<file path="config.mk">
export PLATFORM = sky130hd
export DESIGN_NAME = gpt_channel
export DESIGN_NICKNAME = d
export VERILOG_FILES = /design/src/rtl/gpt_pkg.sv /design/src/rtl/gpt_sync.sv /design/src/rtl/gpt_tick_src.sv /design/src/rtl/gpt_count_core.sv /design/src/rtl/gpt_channel.sv
export SDC_FILE = /design/constraint.sdc
export NUM_CORES = 1
export LEC_CHECK = 0
export BUFFER_PORTS_ARGS = -buffer_cell sky130_fd_sc_hd__buf_2
export CAP_MARGIN = 20
export CORE_ASPECT_RATIO = 0.6
export CORE_MARGIN = 3
export CORE_UTILIZATION = 60
export DETAILED_ROUTE_END_ITERATION = 10
export GPL_TIMING_DRIVEN = 0
export MAX_ROUTING_LAYER = met4
export PLACE_DENSITY_LB_ADDON = 0.1
export SYNTH_ARGS = -nofsm -noshare
export SYNTH_HDL_FRONTEND = slang
export SYNTH_SLANG_ARGS = --single-unit
</file>
<file path="constraint.sdc">
create_clock -name clk -period 3.2 [get_ports clk]
set_input_delay 0.64 -clock clk [delete_from_list [all_inputs] [get_ports clk]]
set_output_delay 0.64 -clock clk [all_outputs]
set_load 0.05 [all_outputs]
</file>
<file path="src/rtl/gpt_pkg.sv">
package gpt_pkg;
    localparam int CNT_W  = 16;
    localparam int PS_W   = 8;
    localparam int ADDR_W = 3;

    typedef struct packed {
        logic [PS_W-1:0] presc;
        logic [1:0]      cap_edge;
        logic            out_tgl;
        logic            ref_irq_en;
        logic            restart;
        logic [1:0]      clk_sel;
        logic            gate_en;
    } mode_t;

    typedef enum logic [1:0] {
        SRC_CASC = 2'b00,
        SRC_BUS  = 2'b01,
        SRC_DIV  = 2'b10,
        SRC_PIN  = 2'b11
    } src_e;

    localparam logic [ADDR_W-1:0] A_MODE = 3'd0;
    localparam logic [ADDR_W-1:0] A_REF  = 3'd1;
    localparam logic [ADDR_W-1:0] A_CAP  = 3'd2;
    localparam logic [ADDR_W-1:0] A_CNT  = 3'd3;
    localparam logic [ADDR_W-1:0] A_EVT  = 3'd4;
    localparam logic [ADDR_W-1:0] A_CTRL = 3'd5;
endpackage

</file>
<file path="src/rtl/gpt_sync.sv">
module gpt_sync #(
    parameter int STAGES = 2,
    parameter logic INIT = 1'b0
) (
    input  logic clk,
    input  logic rst_n,
    input  logic din,
    output logic dout
);
    logic [STAGES-1:0] chain_d, chain_q;

    always_comb begin
        chain_d = {chain_q[STAGES-2:0], din};
    end

    always_ff @(posedge clk or negedge rst_n) begin
        if (!rst_n) chain_q <= {STAGES{INIT}};
        else        chain_q <= chain_d;
    end

    assign dout = chain_q[STAGES-1];
endmodule

</file>
<file path="src/rtl/gpt_tick_src.sv">
module gpt_tick_src
    import gpt_pkg::*;
#(
    parameter int DIV         = 16,
    parameter int HAS_PARTNER = 1
) (
    input  logic       clk,
    input  logic       rst_n,
    input  logic       clr,
    input  logic [1:0] sel,
    input  logic       pin_fall,
    input  logic       casc_i,
    output logic       tick
);
    localparam int DW = (DIV > 1) ? $clog2(DIV) : 1;
    localparam logic [DW-1:0] DIV_LAST = DW'(DIV - 1);

    typedef struct packed {
        logic [DW-1:0] div;
    } st_t;

    st_t s_d, s_q;
    logic div_tick;
    logic casc_tick;

    generate
        if (HAS_PARTNER != 0) begin : g_partner
            assign casc_tick = casc_i;
        end else begin : g_alone
            assign casc_tick = casc_i & 1'b0;
        end
    endgenerate

    always_comb begin
        s_d      = s_q;
        div_tick = (s_q.div == DIV_LAST);
        if (clr)           s_d.div = '0;
        else if (div_tick) s_d.div = '0;
        else               s_d.div = s_q.div + 1'b1;
    end

    always_ff @(posedge clk or negedge rst_n) begin
        if (!rst_n) s_q <= '0;
        else        s_q <= s_d;
    end

    always_comb begin
        unique case (src_e'(sel))
            SRC_CASC: tick = casc_tick;
            SRC_BUS:  tick = 1'b1;
            SRC_DIV:  tick = div_tick;
            SRC_PIN:  tick = pin_fall;
            default:  tick = 1'b0;
        endcase
    end
endmodule

</file>
<file path="src/rtl/gpt_count_core.sv">
module gpt_count_core
    import gpt_pkg::*;
#(
    parameter int CW = CNT_W,
    parameter int PW = PS_W
) (
    input  logic          clk,
    input  logic          rst_n,
    input  logic          clr,
    input  logic          tick,
    input  logic [PW-1:0] presc,
    input  logic [CW-1:0] ref_val,
    input  logic          restart,
    output logic [CW-1:0] cnt,
    output logic          hit
);
    typedef struct packed {
        logic [PW-1:0] ps;
        logic [CW-1:0] cnt;
    } st_t;

    st_t s_d, s_q;
    logic [CW-1:0] inc;

    always_comb begin
        s_d = s_q;
        hit = 1'b0;
        inc = s_q.cnt + 1'b1;
        if (clr) begin
            s_d.ps  = '0;
            s_d.cnt = '0;
        end else if (tick) begin
            if (s_q.ps >= presc) begin
                s_d.ps  = '0;
                hit     = (inc == ref_val);
                s_d.cnt = (hit && restart) ? '0 : inc;
            end else begin
                s_d.ps = s_q.ps + 1'b1;
            end
        end
    end

    always_ff @(posedge clk or negedge rst_n) begin
        if (!rst_n) s_q <= '0;
        else        s_q <= s_d;
    end

    assign cnt = s_q.cnt;


    restart_zero_chk: assert property (@(posedge clk) disable iff (!rst_n)
        (hit && restart) |=> (cnt == '0));


    hit_value_chk: assert property (@(posedge clk) disable iff (!rst_n)
        hit |=> ((cnt == '0) || (cnt == $past(ref_val))));


    count_step_chk: assert property (@(posedge clk) disable iff (!rst_n)
        !clr |=> ((cnt == $past(cnt)) || (cnt == $past(cnt) + 1'b1) || (cnt == '0)));
endmodule

</file>
<file path="src/rtl/gpt_channel.sv">
module gpt_channel
    import gpt_pkg::*;
#(
    parameter int DIV         = 16,
    parameter int SYNC_STAGES = 2,
    parameter int HAS_PARTNER = 1
) (
    input  logic              clk,
    input  logic              rst_n,
    input  logic              reg_wr,
    input  logic [ADDR_W-1:0] reg_addr,
    input  logic [CNT_W-1:0]  reg_wdata,
    output logic [CNT_W-1:0]  reg_rdata,
    input  logic              tin_i,
    input  logic              gate_n_i,
    input  logic              casc_i,
    output logic              tout_o,
    output logic              casc_o,
    output logic              irq_o
);
    typedef struct packed {
        mode_t            mode;
        logic [CNT_W-1:0] refv;
        logic [CNT_W-1:0] cap;
        logic [1:0]       evt;
        logic             en;
        logic             tog;
        logic             pulse;
        logic             hit;
        logic             tin_prev;
    } st_t;

    st_t s_d, s_q;

    logic             tin_s, gate_s;
    logic             tin_rise, tin_fall;
    logic             src_tick, cnt_tick, hit;
    logic             clr_tmr, cap_hit;
    logic [CNT_W-1:0] cnt;

    gpt_sync #(.STAGES(SYNC_STAGES), .INIT(1'b0)) i_tin_sync (
        .clk(clk), .rst_n(rst_n), .din(tin_i), .dout(tin_s));

    gpt_sync #(.STAGES(SYNC_STAGES), .INIT(1'b1)) i_gate_sync (
        .clk(clk), .rst_n(rst_n), .din(gate_n_i), .dout(gate_s));

    assign tin_rise = tin_s & ~s_q.tin_prev;
    assign tin_fall = ~tin_s & s_q.tin_prev;
    assign clr_tmr  = reg_wr && (reg_addr == A_CTRL) && reg_wdata[1];

    gpt_tick_src #(.DIV(DIV), .HAS_PARTNER(HAS_PARTNER)) i_src (
        .clk(clk), .rst_n(rst_n), .clr(clr_tmr), .sel(s_q.mode.clk_sel),
        .pin_fall(tin_fall), .casc_i(casc_i), .tick(src_tick));

    assign cnt_tick = s_q.en && src_tick && (!s_q.mode.gate_en || !gate_s);

    gpt_count_core #(.CW(CNT_W), .PW(PS_W)) i_core (
        .clk(clk), .rst_n(rst_n), .clr(clr_tmr), .tick(cnt_tick),
        .presc(s_q.mode.presc), .ref_val(s_q.refv), .restart(s_q.mode.restart),
        .cnt(cnt), .hit(hit));

    always_comb begin
        unique case (s_q.mode.cap_edge)
            2'b01:   cap_hit = tin_rise;
            2'b10:   cap_hit = tin_fall;
            2'b11:   cap_hit = tin_rise | tin_fall;
            default: cap_hit = 1'b0;
        endcase
    end

    always_comb begin
        s_d          = s_q;
        s_d.tin_prev = tin_s;
        s_d.hit      = hit;
        if (reg_wr) begin
            unique case (reg_addr)
                A_MODE:  s_d.mode = mode_t'(reg_wdata);
                A_REF:   s_d.refv = reg_wdata;
                A_EVT:   s_d.evt  = s_q.evt & ~reg_wdata[1:0];
                A_CTRL:  s_d.en   = reg_wdata[0];
                default: ;
            endcase
        end
        if (cap_hit) begin
            s_d.cap    = cnt;
            s_d.evt[1] = 1'b1;
        end
        if (hit) s_d.evt[0] = 1'b1;
        if (clr_tmr) begin
            s_d.tog   = 1'b0;
            s_d.pulse = 1'b0;
        end else if (hit) begin
            if (s_q.mode.out_tgl) s_d.tog   = ~s_q.tog;
            else                  s_d.pulse = 1'b1;
        end else if (src_tick) begin
            s_d.pulse = 1'b0;
        end
    end

    always_ff @(posedge clk or negedge rst_n) begin
        if (!rst_n) s_q <= '0;
        else        s_q <= s_d;
    end

    always_comb begin
        unique case (reg_addr)
            A_MODE:  reg_rdata = s_q.mode;
            A_REF:   reg_rdata = s_q.refv;
            A_CAP:   reg_rdata = s_q.cap;
            A_CNT:   reg_rdata = cnt;
            A_EVT:   reg_rdata = {{(CNT_W-2){1'b0}}, s_q.evt};
            A_CTRL:  reg_rdata = {{(CNT_W-1){1'b0}}, s_q.en};
            default: reg_rdata = '0;
        endcase
    end

    assign tout_o = s_q.mode.out_tgl ? s_q.tog : ~s_q.pulse;
    assign casc_o = s_q.hit;
    assign irq_o  = (s_q.evt[0] & s_q.mode.ref_irq_en) |
                    (s_q.evt[1] & (s_q.mode.cap_edge != 2'b00));


    gate_hold_chk: assert property (@(posedge clk) disable iff (!rst_n)
        (s_q.mode.gate_en && gate_s && !clr_tmr) |=> $stable(cnt));


    cap_off_chk: assert property (@(posedge clk) disable iff (!rst_n)
        (s_q.mode.cap_edge == 2'b00) |=> $stable(s_q.cap));


    irq_src_chk: assert property (@(posedge clk) disable iff (!rst_n)
        irq_o |-> (s_q.evt != 2'b00));
endmodule

</file>
==> PnR_summary.wiki, run 1 <==
{| class="wikitable"
! Metric !! Value
|-
| Number of endpoints with negative hold slack in the final report || 0
|-
| Biggest area contributors in the synthesized netlist || sky130_fd_sc_hd__dfrtp_1, sky130_fd_sc_hd__mux2_2, sky130_fd_sc_hd__mux4_2
|-
| Cell area after technology mapping || 5029 µm²
|-
| Total global routing overflow || 0
|-
| Power per cell area || 577.0 nW/µm²
|-
| Number of synthesis warnings || 0
|-
| Synth-to-layout area growth || 14.38%
|-
| Routed Wire Length || 12.81 mm
|-
| Skew final || 0.004636 ns
|-
| Logic gate share of total power || 24.9%
|-
| Worst-skew pair later-pin latency || 0.34 ns
|-
| Cell area reported after detailed placement || 5420 µm²
|-
| Fraction of final layout cells sized beyond drive strength 1 || 29.09%
|-
| Area fraction of the dominant cell type after synthesis || 42.30%
|-
| Initial Utilization || 62.80%
|-
| Die W || 124.2 µm
|-
| Sw power || 1.068 mW
|-
| Type of the worst setup path || input port to primary output
|-
| Number of cells on the worst reg-to-reg path || 10
|-
| Most instantiated flip-flop cell in the synthesis netlist || sky130_fd_sc_hd__dfrtp_1
|-
| Clk network pwr share || 31.5%
|-
| Root Driver || sky130_fd_sc_hd__clkbuf_16
|-
| Wire length of the first global-routing pass || 20.82 mm
|-
| Antenna diode instance count || 0
|-
| Reg2reg start || i_core.cnt[0]$_DFFE_PN0P_
|-
| Delay contributed by the slowest stage of the critical path || 0.34 ns
|-
| H-tree lvl count || 3
|-
| End of the worst register-to-register path || i_core.cnt[14]$_DFFE_PN0P_
|-
| Internal power || 2.250 mW
|-
| Headroom to the max-slew limit || 27.86%
|-
| Height of the die || 76.91 µm
|-
| Number of antenna violations at the first check in global routing || 0
|-
| Number of distinct standard cells referenced by the synthesized netlist || 59
|-
| Most frequent standard cell in the layout excluding fill and tap cells || sky130_fd_sc_hd__dfrtp_1
|-
| Row cnt || 25
|-
| Final min period || 3.088 ns
|-
| Synth async-reset ratio || 100.0%
|-
| Number of enable-type register cells in the synthesized netlist || 0
|-
| DRT iter0 DRCs || 475
|-
| Max Buffers Root-to-Sink || 2
|-
| Switching portion of total power || 32.19%
|-
| FF+latch count, synth || 87
|-
| TritonCTS Buffers || 9
|-
| DRC violations left || 0
|-
| Status || finished, final reports clean
|-
| Maximum VDD drop || 0.0003559 V
|-
| Detailed-placement wirelength estimate || 9.181 mm
|-
| Hold buffers post-CTS || 0
|-
| Flop-to-flop setup slack || 0.22 ns
|-
| Via count of the first global-routing pass || 3867
|-
| Synth Net Count || 504
|-
| Final core occ || 71.83%
|-
| Number of standard cells in the final layout excluding fillers || 634
|-
| Post-route antenna net violation count || 0
|-
| Placer congestion estimate || 0.8964
|-
| Core Area || 8008 µm²
|-
| Count of final max-slew check failures || 0
|-
| Number of buffer and inverter stages on the critical path || 4
|-
| Fill cell total of the finished layout || 591
|-
| Number of vias in the routed layout || 3979
|-
| Cell taking the most area after synthesis || sky130_fd_sc_hd__dfrtp_1
|-
| CTS tree || done
|-
| Final Cell Area || 5752 µm²
|-
| Crit path launch type || input port
|-
| Fraction of the yosys area taken by sequential cells || 43.34%
|-
| Routed len/inst || 20.21 µm
|-
| Die Outline Area || 9551 µm²
|-
| Lkg Pwr || 2.562 nW
|-
| Required time of the critical path || 2.56 ns
|-
| Sort of element at the end of the critical path || primary output
|-
| Routed vias/inst || 6.276
|-
| Cells traversed along the worst timing path || clkbuf_1 -> buf_4 -> clkbuf_2 -> mux4_2 -> mux2_2 -> buf_2
|-
| Kind of cell adding the most delay to the critical path || buffers and inverters
|-
| Max Fclk || 0.3238 GHz
|-
| Register Area || 2181 µm²
|-
| Clock transition at the registers of the reported paths || 0.06 ns
|-
| Final-report setup violation count || 0
|-
| Mean instance size in the synthesized netlist || 10.79 µm²
|-
| Setup repair after global routing missed its margin || false
|-
| Number of maximum-capacitance constraint violations || 0
|-
| Most frequent cells in the layout || sky130_fd_sc_hd__dfrtp_1, sky130_fd_sc_hd__mux2_2, sky130_fd_sc_hd__nand2_1, sky130_fd_sc_hd__buf_2, sky130_fd_sc_hd__nor2_1
|-
| Part of the cycle the worst path needs || 96.50%
|-
| Io pins || 44
|-
| Part of the total power dissipated in sequential elements || 43.6%
|-
| Dpl cells || 616
|-
| # nets final || 559
|-
| Mapped Cells || 466
|-
| Detailed-router iteration count before antenna repair || 6
|-
| Multi-input logic area || 2680 µm²
|-
| Arrival time at the worst endpoint || 2.45 ns
|-
| Actual slew at the worst max-slew pin || 1.079 ns
|-
| Total global-route track usage || 29.68%
|-
| Number of sinks driven by the clock tree || 87
|-
| Largest net degree at the start of global routing || 55
|-
| Critical-path maximum fanout || 10
|-
| CP max-delay cell || sky130_fd_sc_hd__clkbuf_2
|-
| Count of port buffers added during placement || 41
|-
| Path category of the worst min-delay check || input port to async pin
|}
==> worst reg2reg max path: cells and delay by family (launching register included) <==
family / cells / cell delay (ns)
flip-flops: 1 / 0.48
buffers and inverters: 2 / 0.39
AND/OR/NAND/NOR: 5 / 1.13
adder cells (fa/ha/maj): 1 / 0.21
AO/OA/AOI/OAI: 2 / 0.65
==> cell families (layout without fill, tap and decap cells) <==
logic type	after synthesis	after routing	synth area share, %
adders and majority gates	13	13	3.235
and+or+nand+nor	167	167	18.06
DFF	87	87	43.34
AOI/OAI and AO/OA	57	57	7.166
xor gates and xnor gates	36	36	6.544
buffers and inverters	43	103	4.031
muxes	63	63	17.62
==> state kept, by name (all words and copies together) (netlist names) <==
| signal | flops |
|---|---|
| s_q | 54 |
| i_core.cnt | 16 |
| i_core.s_q | 8 |
| i_src.s_q | 4 |
| i_gate_sync.chain_q | 2 |
| i_tin_sync.chain_q | 2 |
| casc_o | 1 |
==> cell type report <==
type,instances,area share (%)
Clock buffer,13,4.351
Multi-Input combinational cell,336,46.60
Timing Repair Buffer,45,4.481
Tap cell,108,2.349
Sequential cell,87,37.92
Buffer,27,2.589
Inverter,15,0.9789
Clock inverter,3,0.7396
==> repair_timing <==
item	4_1_cts	5_1_grt
endpoints found under the setup margin	17	12
pin swaps	0	3
buffers inserted	0	3
gates cloned	0	0
gates resized for setup	5	2
==> Yosys cell counts (all sizes together), types with 3 or more instances <==
master  number
dfrtp       85
mux2        44
nand2       44
nor2        37
o21ai       29
xnor2       25
nor2b       17
mux4        16
clkbuf      15
inv         15
buf         13
ha          13
nand3       13
nand4       12
a21oi       10
xor2        10
nor3         9
and3         5
nand4b       4
a21o         3
and4         3
mux2i        3
nand2b       3
nor4         3
or4          3
==> per-layer routing <==
layer	wire length, µm	up-vias	share of wire [%]	GRT usage (%)
met5	0	-	0	-
met4	226	0	1.8	8.197
met3	1000	24	7.8	5.969
met2	5708	176	45	41.49
met1	5875	2004	46	44.27
li1	-	1775	-	-
==> worst max path at each step <==
stage                              start                    endpoint  depth (start not counted)
2_1_floorplan                reg_addr[0]                reg_rdata[0]                          5
3_3_place_gp                 reg_addr[0]                reg_rdata[0]                          6
3_5_place_dp                 reg_addr[0]                reg_rdata[0]                          6
4_1_cts                      reg_addr[0]                reg_rdata[0]                          6
5_1_grt        i_core.cnt[0]$_DFFE_PN0P_  i_core.cnt[13]$_DFFE_PN0P_                         10
6_report                     reg_addr[0]                reg_rdata[0]                          6
==> per-stage QoR <==
step / power (mW) / setup slack [ns] / setup TNS, ns / hold slack [ns]
2_1_floorplan: 2.009 / 0.1279 / 0 / 0.3312
3_3_place_gp: 2.213 / -0.5123 / -6.811 / 0.3345
3_5_place_dp: 2.259 / -0.5913 / -5.991 / 0.3403
4_1_cts: 3.316 / 0.09298 / 0 / 0.2710
5_1_grt: 3.484 / 0.01549 / 0 / 0.2857
6_report: 3.319 / 0.1119 / 0 / 0.2514
==> power groups by stage <==
stage	clock network, mW	registers (mW)	logic [mW]
global route	1.11	1.47	0.904
global placement	0	1.44	0.769
floorplan	0	1.39	0.619
detailed placement	0	1.45	0.805
finish	1.05	1.45	0.825
CTS	1.06	1.44	0.821
No activity file was read; power rests on OpenSTA's default activity.
==> run 2: changes to the inputs <==
==> constraint.sdc (replaced) <==
create_clock -name clk -period 3.4 [get_ports clk]
set_input_delay 0.68 -clock clk [delete_from_list [all_inputs] [get_ports clk]]
set_output_delay 0.68 -clock clk [all_outputs]
set_load 0.05 [all_outputs]
==> run 2 against run 1 <==
Effect of this change: setup slack better by 0.0022 ns; register-to-register slack better by 0.09 ns; non-clock buffer count is 2 lower; power is 4.4% lower; utilization is 0.39 points lower; die area stayed put; critical path type unchanged; critical endpoint is now reg_rdata[9]; largest cell class unchanged.
==> PnR_summary.wiki, run 2 (synthesis results as in run 1) <==
{| class="wikitable"
! Metric !! Value
|-
| Status || finished, final reports clean
|-
| Arrival time at the worst endpoint || 2.61 ns
|-
| Power per cell area || 554.4 nW/µm²
|-
| # nets final || 557
|-
| Routed len/inst || 20.33 µm
|-
| Synth-to-layout area growth || 13.76%
|-
| Worst hold-check slack || 0.2255 ns
|-
| Placer congestion estimate || 0.9183
|-
| Count of final max-slew check failures || 0
|-
| Wire length of the first global-routing pass || 20.52 mm
|-
| Worst-skew pair later-pin latency || 0.34 ns
|-
| Flop-to-flop setup slack || 0.31 ns
|-
| Max Fclk || 0.3043 GHz
|-
| Number of vias in the routed layout || 3903
|-
| Cell area reported after detailed placement || 5405 µm²
|-
| Type of the worst setup path || input port to primary output
|-
| Number of flip-flops under the largest register name || 54
|-
| Via count of the first global-routing pass || 3814
|-
| Most frequent cells in the layout || sky130_fd_sc_hd__dfrtp_1, sky130_fd_sc_hd__buf_2, sky130_fd_sc_hd__mux2_2, sky130_fd_sc_hd__nand2_1, sky130_fd_sc_hd__nor2_1
|-
| Die Outline Area || 9551 µm²
|-
| Number of sinks driven by the clock tree || 87
|-
| Sort of element at the end of the critical path || primary output
|-
| Final min period || 3.286 ns
|-
| Actual slew at the worst max-slew pin || 0.9782 ns
|-
| Root Driver || sky130_fd_sc_hd__clkbuf_16
|-
| Fill cell total of the finished layout || 621
|-
| Post-route setup slack || 0.1141 ns
|-
| Reg2reg start || i_core.cnt[0]$_DFFE_PN0P_
|-
| Io pins || 44
|-
| Skew final || 0.007234 ns
|-
| Total negative slack || 0 ns
|-
| Final-report setup violation count || 0
|-
| Maximum VDD drop || 0.0003266 V
|-
| Multi-input logic area || 2658 µm²
|-
| Die W || 124.2 µm
|-
| Number of endpoints with negative hold slack in the final report || 0
|-
| Total global routing overflow || 0
|-
| Detailed-router iteration count before antenna repair || 5
|-
| Hold buffers post-CTS || 0
|-
| Detailed-placement wirelength estimate || 9.232 mm
|-
| Buffers inserted by post-CTS timing repair || 0
|-
| Crit path launch type || input port
|-
| Path category of the worst min-delay check || input port to async pin
|-
| Total global-route track usage || 29.58%
|-
| Number of maximum-capacitance constraint violations || 0
|-
| DRC violations left || 0
|-
| Max Buffers Root-to-Sink || 2
|-
| TritonCTS Buffers || 9
|-
| Setup repair after global routing missed its margin || false
|-
| DRT iter0 DRCs || 378
|-
| End of the worst register-to-register path || i_core.cnt[12]$_DFFE_PN0P_
|-
| Height of the die || 76.91 µm
|-
| Register Area || 2180 µm²
|-
| Final Cell Area || 5720 µm²
|-
| Lkg Pwr || 2.558 nW
|-
| Pre-CTS setup slack || -0.4448 ns
|-
| Count of port buffers added during placement || 41
|-
| Core Area || 8008 µm²
|-
| CP max-delay cell || sky130_fd_sc_hd__buf_1
|-
| Final core occ || 71.44%
|-
| Fraction of final layout cells sized beyond drive strength 1 || 27.29%
|-
| Largest net degree at the start of global routing || 66
|-
| Routed vias/inst || 6.176
|-
| Cells traversed along the worst timing path || buf_2 -> buf_1 -> clkbuf_2 -> mux4_2 -> nor2b_1 -> buf_2
|-
| CTS tree || done
|-
| Headroom to the max-slew limit || 34.62%
|-
| Post-route antenna net violation count || 0
|-
| Critical-path maximum fanout || 10
|-
| Part of the cycle the worst path needs || 96.64%
|-
| Required time of the critical path || 2.72 ns
|-
| Most frequent standard cell in the layout excluding fill and tap cells || sky130_fd_sc_hd__dfrtp_1
|-
| Worst path most repeated cell || sky130_fd_sc_hd__buf_2
|-
| Delay contributed by the slowest stage of the critical path || 0.60 ns
|-
| Initial Utilization || 62.80%
|-
| Number of cells on the worst reg-to-reg path || 10
|-
| Routed Wire Length || 12.85 mm
|-
| Number of antenna violations at the first check in global routing || 0
|-
| Register with the highest flop count || s_q
|-
| Row cnt || 25
|-
| H-tree lvl count || 3
|-
| Antenna diode instance count || 0
|-
| Clock transition at the registers of the reported paths || 0.06 ns
|}
run 2: cell count changes in the layout (fill, tap and decap cells not counted), sizes merged:
cell / delta
buf: -2
bufinv: +1
clkbuf: -1
clkinv: +1
clkinvlp: -1
run 2: per-stage QoR:
step | power, mW | std cells
4_1_cts | 3.170 | 632
5_1_grt | 3.327 | 632
2_1_floorplan | 1.888 | 466
3_3_place_gp | 2.078 | 615
6_report | 3.172 | 632
3_5_place_dp | 2.127 | 616
run 2: critical path, delay by kind of cell:
| family | cells | cell delay [ns] |
|---|---|---|
| buffers and inverters | 4 | 1.40 |
| AND/OR/NAND/NOR | 1 | 0.15 |
| multiplexers | 1 | 0.37 |
run 2: how the worst max path moves through the flow:
stage	from	cells after the start	slack [ns]	to
2_1_floorplan	reg_addr[0]	5	0.01	reg_rdata[11]
3_3_place_gp	reg_addr[0]	6	-0.40	reg_rdata[0]
3_5_place_dp	reg_addr[0]	6	-0.44	reg_rdata[0]
4_1_cts	reg_addr[0]	6	0.09	reg_rdata[0]
5_1_grt	reg_addr[0]	6	0.001	reg_rdata[0]
6_report	reg_addr[1]	6	0.11	reg_rdata[9]
run 2: repair_timing:
action | 4_1_cts | 5_1_grt
gates resized for setup | 6 | 1
setup endpoints to repair | 16 | 1
pin swaps | 0 | 0
cloned | 0 | 0
run 2: routing by layer:
metal / share of wire, % / track usage [%] / vias to the layer above
li1: - / - / 1771
met1: 46 / 44.08 / 1948
met2: 43 / 40.19 / 164
met3: 8.6 / 7.517 / 20
met4: 1.6 / 8.306 / 0
met5: 0 / - / -
run 2: final cells by class:
type	count	share of cell area, %
Timing Repair Buffer	42	4.112
Multi-Input combinational cell	336	46.46
Buffer	28	2.625
Sequential cell	87	38.10
Clock buffer	12	4.134
Inverter	15	0.9843
Clock inverter	4	1.225
Tap cell	108	2.362
run 2: report_power, final:
group          switching [mW]  internal [mW]  total, mW  leakage (nW)
combinational           0.434          0.342      0.776          1.29
sequential              0.174           1.18       1.36          1.12
clock                   0.397          0.642       1.04         0.151
total                    1.00           2.17       3.17          2.56
